===== config.mk =====
export PLATFORM = sky130hd
export DESIGN_NAME = fpcm_unit
export DESIGN_NICKNAME = d
export VERILOG_FILES = /design/src/rtl/fpcm_pkg.sv /design/src/rtl/fpcm_fmt_class.sv /design/src/rtl/fpcm_move.sv /design/src/rtl/fpcm_unit.sv
export SDC_FILE = /design/constraint.sdc
export NUM_CORES = 1
export LEC_CHECK = 0
export CAP_MARGIN = 10
export CORE_ASPECT_RATIO = 1.5
export CORE_MARGIN = 2
export CORE_UTILIZATION = 38
export CTS_CLUSTER_SIZE = 14
export DETAILED_ROUTE_END_ITERATION = 8
export PLACE_DENSITY = 0.78
export SYNTH_ARGS = -nofsm -noshare
export SYNTH_HDL_FRONTEND = slang
export SYNTH_SLANG_ARGS = --single-unit

===== constraint.sdc =====
create_clock -name clk -period 0.8 [get_ports clk]
set_input_delay 0.2 -clock clk [delete_from_list [all_inputs] [get_ports clk]]
set_output_delay 0.2 -clock clk [all_outputs]
set_load 0.03 [all_outputs]

===== src/rtl/fpcm_pkg.sv =====
package fpcm_pkg;

    localparam int DATA_W  = 64;
    localparam int HALF_W  = DATA_W / 2;
    localparam int CLASS_W = 10;

    localparam int SP_EXP_W = 8;
    localparam int SP_MAN_W = 23;
    localparam int DP_EXP_W = 11;
    localparam int DP_MAN_W = 52;

    // Position of each category in the one-hot mask
    localparam int CLS_NEG_INF  = 0;
    localparam int CLS_NEG_NORM = 1;
    localparam int CLS_NEG_SUB  = 2;
    localparam int CLS_NEG_ZERO = 3;
    localparam int CLS_POS_ZERO = 4;
    localparam int CLS_POS_SUB  = 5;
    localparam int CLS_POS_NORM = 6;
    localparam int CLS_POS_INF  = 7;
    localparam int CLS_SNAN     = 8;
    localparam int CLS_QNAN     = 9;

    typedef enum logic [1:0] {
        OP_CLASS = 2'd0,
        OP_F2I   = 2'd1,
        OP_I2F   = 2'd2,
        OP_RSVD  = 2'd3
    } fpcm_op_e;

    typedef struct packed {
        logic              vld;
        logic [DATA_W-1:0] data;
    } fpcm_state_t;

endpackage


===== src/rtl/fpcm_fmt_class.sv =====
module fpcm_fmt_class
    import fpcm_pkg::*;
#(
    parameter  int EXP_W = 8,
    parameter  int MAN_W = 23,
    localparam int VAL_W = 1 + EXP_W + MAN_W
) (
    input  logic [VAL_W-1:0]   val,
    output logic [CLASS_W-1:0] mask
);

    logic             sgn;
    logic [EXP_W-1:0] ex;
    logic [MAN_W-1:0] mn;
    logic             ex_max;
    logic             ex_nil;
    logic             mn_nil;

    assign sgn    = val[VAL_W-1];
    assign ex     = val[VAL_W-2 -: EXP_W];
    assign mn     = val[MAN_W-1:0];
    assign ex_max = &ex;
    assign ex_nil = ~|ex;
    assign mn_nil = ~|mn;

    always_comb begin
        mask = '0;
        if (ex_max) begin
            if (mn_nil)
                mask[sgn ? CLS_NEG_INF : CLS_POS_INF] = 1'b1;
            else
                mask[mn[MAN_W-1] ? CLS_QNAN : CLS_SNAN] = 1'b1;
        end else if (ex_nil) begin
            if (mn_nil)
                mask[sgn ? CLS_NEG_ZERO : CLS_POS_ZERO] = 1'b1;
            else
                mask[sgn ? CLS_NEG_SUB : CLS_POS_SUB] = 1'b1;
        end else begin
            mask[sgn ? CLS_NEG_NORM : CLS_POS_NORM] = 1'b1;
        end
    end

endmodule


===== src/rtl/fpcm_move.sv =====
module fpcm_move
    import fpcm_pkg::*;
(
    input  fpcm_op_e          op,
    input  logic              dbl,
    input  logic [DATA_W-1:0] src,
    output logic [DATA_W-1:0] res
);

    logic [HALF_W-1:0] upper_fill;

    // Single-precision values leave the FP file sign-extended, enter it zero-extended
    assign upper_fill = (op == OP_F2I) ? {HALF_W{src[HALF_W-1]}} : '0;

    always_comb begin
        if (dbl)
            res = src;
        else
            res = {upper_fill, src[HALF_W-1:0]};
    end

endmodule


===== src/rtl/fpcm_unit.sv =====
module fpcm_unit
    import fpcm_pkg::*;
(
    input  logic              clk,
    input  logic              rst_n,
    input  logic              req_vld,
    input  logic [1:0]        req_op,
    input  logic              req_dbl,
    input  logic [63:0]       req_src,
    output logic              rsp_vld,
    output logic [63:0]       rsp_data
);

    localparam int SP_W = 1 + SP_EXP_W + SP_MAN_W;
    localparam int DP_W = 1 + DP_EXP_W + DP_MAN_W;
    localparam int PAD_W = DATA_W - CLASS_W;

    fpcm_op_e           op;
    logic [CLASS_W-1:0] mask_sp;
    logic [CLASS_W-1:0] mask_dp;
    logic [DATA_W-1:0]  move_res;
    fpcm_state_t        st_d;
    fpcm_state_t        st_q;

    assign op = fpcm_op_e'(req_op);

    fpcm_fmt_class #(.EXP_W(SP_EXP_W), .MAN_W(SP_MAN_W)) i_cls_sp (
        .val  (req_src[SP_W-1:0]),
        .mask (mask_sp)
    );

    fpcm_fmt_class #(.EXP_W(DP_EXP_W), .MAN_W(DP_MAN_W)) i_cls_dp (
        .val  (req_src[DP_W-1:0]),
        .mask (mask_dp)
    );

    fpcm_move i_move (
        .op  (op),
        .dbl (req_dbl),
        .src (req_src),
        .res (move_res)
    );

    always_comb begin
        st_d     = st_q;
        st_d.vld = req_vld;
        if (req_vld) begin
            unique case (op)
                OP_CLASS: st_d.data = {{PAD_W{1'b0}}, (req_dbl ? mask_dp : mask_sp)};
                OP_F2I,
                OP_I2F:   st_d.data = move_res;
                default:  st_d.data = '0;
            endcase
        end
    end

    always_ff @(posedge clk or negedge rst_n) begin
        if (!rst_n)
            st_q <= '0;
        else
            st_q <= st_d;
    end

    assign rsp_vld  = st_q.vld;
    assign rsp_data = st_q.data;

    AST_RSP_FOLLOWS_REQ: assert property (@(posedge clk) disable iff (!rst_n)
        req_vld |=> rsp_vld) else $error("response missing");
    AST_NO_SPURIOUS_RSP: assert property (@(posedge clk) disable iff (!rst_n)
        !req_vld |=> !rsp_vld) else $error("spurious response");
    AST_DATA_HELD: assert property (@(posedge clk) disable iff (!rst_n)
        !req_vld |=> $stable(rsp_data)) else $error("data changed while idle");
    AST_CLASS_ONEHOT: assert property (@(posedge clk) disable iff (!rst_n)
        (req_vld && req_op == 2'd0) |=>
            ($countones(rsp_data[CLASS_W-1:0]) == 1 && rsp_data[DATA_W-1:CLASS_W] == '0))
        else $error("class mask not one-hot");
    AST_F2I_SIGN_EXT: assert property (@(posedge clk) disable iff (!rst_n)
        (req_vld && req_op == 2'd1 && !req_dbl) |=>
            (rsp_data[DATA_W-1:HALF_W] == {HALF_W{rsp_data[HALF_W-1]}}))
        else $error("single move not sign-extended");
    AST_I2F_ZERO_EXT: assert property (@(posedge clk) disable iff (!rst_n)
        (req_vld && req_op == 2'd2 && !req_dbl) |=> (rsp_data[DATA_W-1:HALF_W] == '0))
        else $error("single move upper half not clear");
    AST_RSVD_ZERO: assert property (@(posedge clk) disable iff (!rst_n)
        (req_vld && req_op == 2'd3) |=> (rsp_data == '0))
        else $error("reserved op returned data");

endmodule


==> results of run 1 <==
## worst paths after layout
path,startpoint,to,slack (ns),depth (start not counted)
setup / recovery,req_src[9],rsp_data[7],-0.70,5
hold / removal,req_src[35],rsp_data[35],0.14,3
setup reg to reg,rsp_data[1],rsp_data[1],-0.30,3
hold reg to reg,rsp_data[21],rsp_data[21],0.54,2
max in group asynchronous,rst_n,rsp_data[56],0.07,3
min in group asynchronous,rst_n,rsp_data[37],0.44,3
## area by class of cell
type	count	area, µm²	area share
flip-flops and latches	65	1630	0.231
clock buffers	13	260	0.0369
inverters	26	123	0.0174
repair buffers	284	2760	0.391
well taps	105	131	0.0186
multi-input cells	188	2140	0.304
clock inverters	3	15.0	0.00213
## power groups by stage
stage / logic [µW] / clock network, µW / registers [µW]
2_1_floorplan: 745 / 0 / 4430
3_3_place_gp: 2700 / 0 / 3840
3_5_place_dp: 2740 / 0 / 3850
4_1_cts: 3410 / 3660 / 3830
5_1_grt: 4160 / 3860 / 3880
6_report: 4000 / 3690 / 3860
## worst max-delay path, stage by stage
cell and delay (ns):
clkdlybuf4s50_1 0.44, nor4_1 0.33, and4_4 0.33, nand4_2 0.19, o211ai_1 0.25
## cells in the final DEF (no fill, tap or decap), types with 7 or more instances in the layout
| cell | instances |
|---|---|
| buf_4 | 115 |
| buf_6 | 86 |
| dfrtp_1 | 65 |
| nor2b_1 | 33 |
| dlygate4sd2_1 | 30 |
| nand3_2 | 22 |
| inv_1 | 19 |
| o2bb2ai_4 | 19 |
| buf_12 | 17 |
| o21ai_1 | 14 |
| buf_2 | 14 |
| o2bb2ai_2 | 13 |
| clkbuf_16 | 11 |
| or4_4 | 9 |
| o21ai_2 | 8 |
| clkdlybuf4s50_1 | 8 |
| clkdlybuf4s15_1 | 7 |
## stage by stage
| stage | std cells | instance area (µm²) |
|---|---|---|
| floorplan | 298 | 3530 |
| global placement | 584 | 5260 |
| detailed placement | 584 | 5260 |
| CTS | 651 | 6510 |
| global route | 684 | 7050 |
| finish | 684 | 7050 |
## layer usage
layer | GRT usage | wire length (µm) | vias to the layer above
met2 | 0.544 | 8450 | 197
met3 | 0.0450 | 701 | 49
li1 | - | - | 1649
met5 | 0 | 0 | -
met4 | 0.118 | 642 | 0
met1 | 0.310 | 5340 | 1882
## registers in the layout (all words and copies together) (netlist names)
signal and cells:
rsp_data 64, rsp_vld 1
## cells by family (layout without fill, tap and decap cells)
kind of cell,after synthesis,after routing
adders and majority gates,3,3
and+or+nand+nor,112,112
DFF,65,65
AOI/OAI and AO/OA,73,73
buffers and inverters,45,326
## what timing repair did
| item | in CTS | in global routing |
|---|---|---|
| pin swaps | 42 | 23 |
| endpoints found under the hold margin | 65 | 0 |
| resized for setup | 261 | 58 |
| buffers inserted | 46 | 39 |
| hold buffers | 1 | 0 |
| endpoints found under the setup margin | 129 | 126 |
| gates cloned | 5 | 2 |
==> summary.md, run 1 <==
| Metric | Value |
|---|---|
| Reg power frac | `0.334` |
| Least setup slack across all paths after layout | `-0.699 ns` |
| Transition at the pin with the smallest max-transition slack | `0.358 ns` |
| Placeable core region | `0.00796 mm²` |
| Ranking of synthesized cells by area | `dfrtp_1 (53%), o2bb2ai_1 (9.1%), nor2b_1 (6.7%)` |
| Half-perimeter wire length of the detailed placement result | `7480 µm` |
| Leading register cell type out of synthesis | `dfrtp_1` |
| Final worst hold slack | `0.142 ns` |
| Cell area after synthesis | `0.00309 mm²` |
| # clock sinks | `65` |
| Reported leakage power | `0.00326 µW` |
| Internal portion of total power | `7910 µW` |
| Failing checks | `setup timing` |
| Filler instances | `340` |
| Post-Synthesis Net Count | `371` |
| Result of the run | `complete, but fails checks` |
| Minimum clock period after layout | `1.50 ns` |
| Via count | `3777` |
| Die Ht | `114 µm` |
| CP Capture Type | `flop` |
| Count of nets after finishing | `647` |
| Gate count of the mapped netlist | `298` |
| Endpoint required time on the critical path | `1.04 ns` |
| Number of antenna violations at the first check in global routing | `0` |
| Area of the die | `0.00889 mm²` |
| Count of maximum capacitance violations | `0` |
| Pwr Density | `1640 mW/mm²` |
| Post-synthesis average cell area | `10.4 µm²` |
| Starting DRC count in detailed routing | `315` |
| RD Place Congestion | `0.937` |
| Effective utilization at floorplan | `0.388` |
| Largest net degree at the start of global routing | `66` |
| Yosys cell types | `37` |
| Part of the power in the clock network | `0.320` |
| Adder-cell share of the synthesized area | `0.0121` |
| Vias in the first global route | `3816` |
| Sw frac | `0.315` |
| Setup total negative slack | `-42.07 ns` |
| Clock Root Buffer | `clkbuf_16` |
| Post-detailed-route count of antenna-violating nets | `0` |
| Final cell utilization of the core | `0.886` |
| Max clock buf depth | `2` |
| Post-synthesis sequential element count | `65` |
| Overall overflow remaining after global route | `0` |
| Source-to-sink clock delay at the later pin of the worst-skew pair | `0.33 ns` |
| Global routing usage summed across all routing layers | `0.286` |
| Leading area contributor after synthesis | `dfrtp_1` |
| Async S/R FF share, synth | `1.00` |
| Avg WL per Cell | `22.1 µm` |
| Fraction of synthesized area in multiplexers | `0` |
| Wire length of the first global-routing pass | `19500 µm` |
| Total count of max-transition violations in the final report | `0` |
| Placement Rows | `40` |
| Yosys warnings | `0` |
| Hold violation total from the final report | `0` |
| Combinational family with the most area after synthesis | `simple AND/OR/NAND/NOR gates` |
| Critical setup path kind | `input port to flop` |
| Die outline width | `77.6 µm` |
| # IOs | `135` |
| Number of enable flip-flop cells after synthesis | `0` |
| Final setup skew | `0 ns` |
| Most frequent cell after synthesis | `dfrtp_1` |
| FMAX | `667 MHz` |
| TritonCTS Buffers | `9` |
| Fraction of the yosys area taken by sequential cells | `0.526` |
| Net switching component of the power | `3640 µW` |
| Number of levels in the clock H-tree | `3` |
| Final Routed Wirelength | `15100 µm` |
| Part of the total power dissipated in combinational logic | `0.346` |
| Detailed-route vias per instance | `5.52` |
| Drt pass-1 iters | `4` |
| Synth Area in Simple Gates | `0.229` |
| Share of Yosys cell area claimed by the top area cell type | `0.526` |
| CTS tree | `yes` |
| Power consumption | `11500 µW` |
| CP startpoint kind | `input port` |
| Critical Path AT | `1.74 ns` |
| Port buffer count | `134` |
| Layout cells sized above 1 | `0.636` |
| Top cell types by occurrence after synthesis | `dfrtp_1 (65), nor2b_1 (33), o2bb2ai_1 (32)` |
| Final number of setup-violating endpoints | `129` |
| Final worst path period share | `1.87` |
| Setup repair after global routing missed its margin | `true` |
| Clock edge transition at the registers on the reported setup and hold paths | `0.06 ns` |
| Min-Delay Path Class | `input port to flop` |
| DRC violations left | `0` |
| Tightest slew margin relative to the limit | `0.761` |
| Diode count | `0` |
| Area share of xor/xnor cells in the synthesized design | `0` |
| Compound-cell area share of the yosys netlist | `0.178` |
| Layout overhead on the synthesized area | `128%` |
| Worst vdd ir | `2.20 mV` |
| Worst Setup Slack post-DPL | `-1.31 ns` |
| Crit path max fanout | `5` |
(Power assumes the default switching activity.)
==> run 2: changes to the inputs <==
CORE_UTILIZATION = 46   (was 38)
PLACE_DENSITY = 0.89   (was 0.78)
clock period = 1.8 ns   (was 0.8 ns; I/O delays follow)
==> run 2 against run 1 <==
The run still ends with setup timing left. Non-clock buffer count shrank 104. Power decreased by 67%. Sequential cell count did not move.
==> summary.md, run 2 (synthesis results as in run 1) <==
| Metric | Value |
|---|---|
| Layout cells sized above 1 | `0.173 (-0.463)` |
| RD Place Congestion | `0.827 (-12%)` |
| DRC violations left | `0 (unchanged)` |
| Hold violation total from the final report | `0 (unchanged)` |
| Reg-to-reg setup timing slack | `0.82 ns (+1.12 ns)` |
| Most frequent standard cell in the layout excluding fill and tap cells | `dlygate4sd2_1` |
| Critical R2R Launch | `rsp_data[2]` |
| Setup repair after global routing missed its margin | `true` |
| # clock sinks | `65 (unchanged)` |
| Number of antenna violations at the first check in global routing | `1 (+1)` |
| Internal portion of total power | `2600 µW (-67%)` |
| Final cell utilization of the core | `0.767 (-0.120)` |
| Endpoint of the worst setup timing path | `rsp_data[2]` |
| Final number of setup-violating endpoints | `1 (-99%)` |
| Avg WL per Cell | `17.3 µm (-22%)` |
| Part of the power in the clock network | `0.301 (-0.019)` |
| DP Area | `0.00481 mm² (-8.5%)` |
| Count of maximum capacitance violations | `0 (unchanged)` |
| Final worst path period share | `1.00` |
| Most frequent cells in the layout | `dlygate4sd2_1 (86), dfrtp_1 (65), buf_4 (44), clkdlybuf4s50_1 (39), nor2b_1 (33)` |
| CP Capture Type | `flop` |
| Worst vdd ir | `0.612 mV (-72%)` |
| Wire length of the first global-routing pass | `15400 µm (-21%)` |
| Area of the die | `0.00740 mm² (-17%)` |
| Endpoint required time on the critical path | `2.00 ns (+0.96 ns)` |
| Detailed-route wire length on metal 1 | `3480 µm (-35%)` |
| Vias in the first global route | `3241 (-15%)` |
| Worst Reg2Reg Path Length in Cells | `2 (-1)` |
| Count of nets after finishing | `543 (-16%)` |
| Global routing usage summed across all routing layers | `0.265 (-0.0215)` |
| Setup total negative slack | `-0.00513 ns (+42.07 ns)` |
| Final standard cell area without fillers | `0.00497 mm² (-29%)` |
| Detailed-route vias per instance | `5.59 (+1.2%)` |
| Final setup skew | `0 ns (unchanged)` |
| Reported leakage power | `0.00246 µW (-24%)` |
| Max FFs per register | `64 (unchanged)` |
| Worst Setup Slack post-DPL | `-0.543 ns (+0.770 ns)` |
| Reg power frac | `0.437 (+0.103)` |
| Via count | `3079 (-18%)` |
| DR top layer | `met4` |
| FF-to-FF End | `rsp_data[2]` |
| Wire length on met3 | `558 µm (-20%)` |
| Critical Path AT | `2.01 ns (+0.27 ns)` |
| Tightest slew margin relative to the limit | `0.749 (-0.0125)` |
| Net switching component of the power | `1210 µW (-67%)` |
| Starting DRC count in detailed routing | `209 (-34%)` |
| Placeable core region | `0.00649 mm² (-18%)` |
| Port buffer count | `134 (unchanged)` |
| CTS tree | `yes` |
| Effective utilization at floorplan | `0.476 (+0.0881)` |
| CP startpoint kind | `input port` |
| Post-detailed-route count of antenna-violating nets | `0 (unchanged)` |
| Layout overhead on the synthesized area | `60.9%` |
| Placement Rows | `36 (-10%)` |
| Source-to-sink clock delay at the later pin of the worst-skew pair | `0.34 ns (about the same)` |
| FMAX | `554 MHz` |
| Failing checks | `setup timing` |
| Part of the total power dissipated in combinational logic | `0.262 (-0.084)` |
| Pwr Density | `767 mW/mm² (-53%)` |
| Overall overflow remaining after global route | `0 (unchanged)` |
| Total count of max-transition violations in the final report | `0 (unchanged)` |
| Number of levels in the clock H-tree | `3 (unchanged)` |
| Largest net degree at the start of global routing | `66 (unchanged)` |
| Die outline width | `70.9 µm (-8.6%)` |
| Count of hold buffers inserted by post-cts repair | `0 (-1)` |
| Max clock buf depth | `2 (unchanged)` |
| Result of the run | `complete, but fails checks` |
| Transition at the pin with the smallest max-transition slack | `0.374 ns (+0.0158 ns)` |
| Worst setup path startpoint | `req_src[8]` |
| Die Ht | `104 µm (-8.8%)` |
| Final Routed Wirelength | `9520 µm (-37%)` |
| Critical setup path kind | `input port to flop` |
| Half-perimeter wire length of the detailed placement result | `7070 µm (-5.6%)` |
| # IOs | `135 (unchanged)` |
| Minimum clock period after layout | `1.81 ns` |
| Min-Delay Path Class | `input port to asynchronous set/reset pin` |
| Crit path max fanout | `5 (unchanged)` |
| TritonCTS Buffers | `9 (unchanged)` |
| Clock edge transition at the registers on the reported setup and hold paths | `0.07 ns (about the same)` |
| Drt pass-1 iters | `4 (unchanged)` |
| Clock Root Buffer | `clkbuf_8` |
| Sw frac | `0.317 (+0.00224)` |
| Least setup slack across all paths after layout | `-0.00513 ns (+0.694 ns)` |
| WL met2 | `5130 µm (-39%)` |
## run 2: final cells by class
type | count | area (µm²)
multi-input combinational | 188 | 1350
sequential | 65 | 1630
clock buffer | 12 | 165
clock inverter | 3 | 15.0
timing repair buffer | 180 | 1620
antenna | 1 | 2.50
fill | 491 | 1510
inverter | 26 | 97.6
tap | 76 | 95.1
## run 2: per-layer routing
| layer | global-route usage | up-vias |
|---|---|---|
| li1 | - | 1435 |
| met1 | 0.297 | 1477 |
| met2 | 0.461 | 135 |
| met3 | 0.0630 | 32 |
| met4 | 0.128 | 0 |
| met5 | 0 | - |
## run 2: worst min path at each step
stage | cells after the start | slack, ns | start | endpoint
floorplan | 0 | 0.15 | rst_n | rsp_data[0]
global placement | 1 | 0.47 | rsp_data[42] | rsp_data[42]
detailed placement | 1 | 0.47 | rsp_data[61] | rsp_data[61]
CTS | 2 | 0.12 | rst_n | rsp_data[26]
global route | 2 | 0.13 | rst_n | rsp_data[26]
finish | 2 | 0.09 | rst_n | rsp_data[26]
## run 2: worst max-delay path, stage by stage
cell	delay (ns)
clkdlybuf4s50_1	0.46
nor4_1	0.39
and4_2	0.36
and4_4	0.24
o221ai_1	0.11
## run 2: stage by stage
step | cells | power [µW] | hold slack, ns
after global routing | 551 | 3980 | 0.127
after CTS | 549 | 3840 | 0.123
final | 551 | 3810 | 0.0866
after detailed placement | 533 | 2800 | 0.472
after floorplan | 298 | 2180 | 0.154
after global placement | 533 | 2780 | 0.469
## run 2: what timing repair did
| action | in CTS | in global routing |
|---|---|---|
| resized for setup | 95 | 14 |
| setup buffers | 1 | 1 |
| setup endpoints to repair | 75 | 7 |
| pin swaps | 12 | 10 |
## run 2: power groups by stage
stage | Sequential [µW] | Clock [µW] | Combinational (µW)
after floorplan | 1960 | 0 | 220
after global placement | 1690 | 0 | 1090
after detailed placement | 1700 | 0 | 1110
after CTS | 1670 | 1160 | 1000
after global routing | 1680 | 1230 | 1070
final | 1670 | 1150 | 999
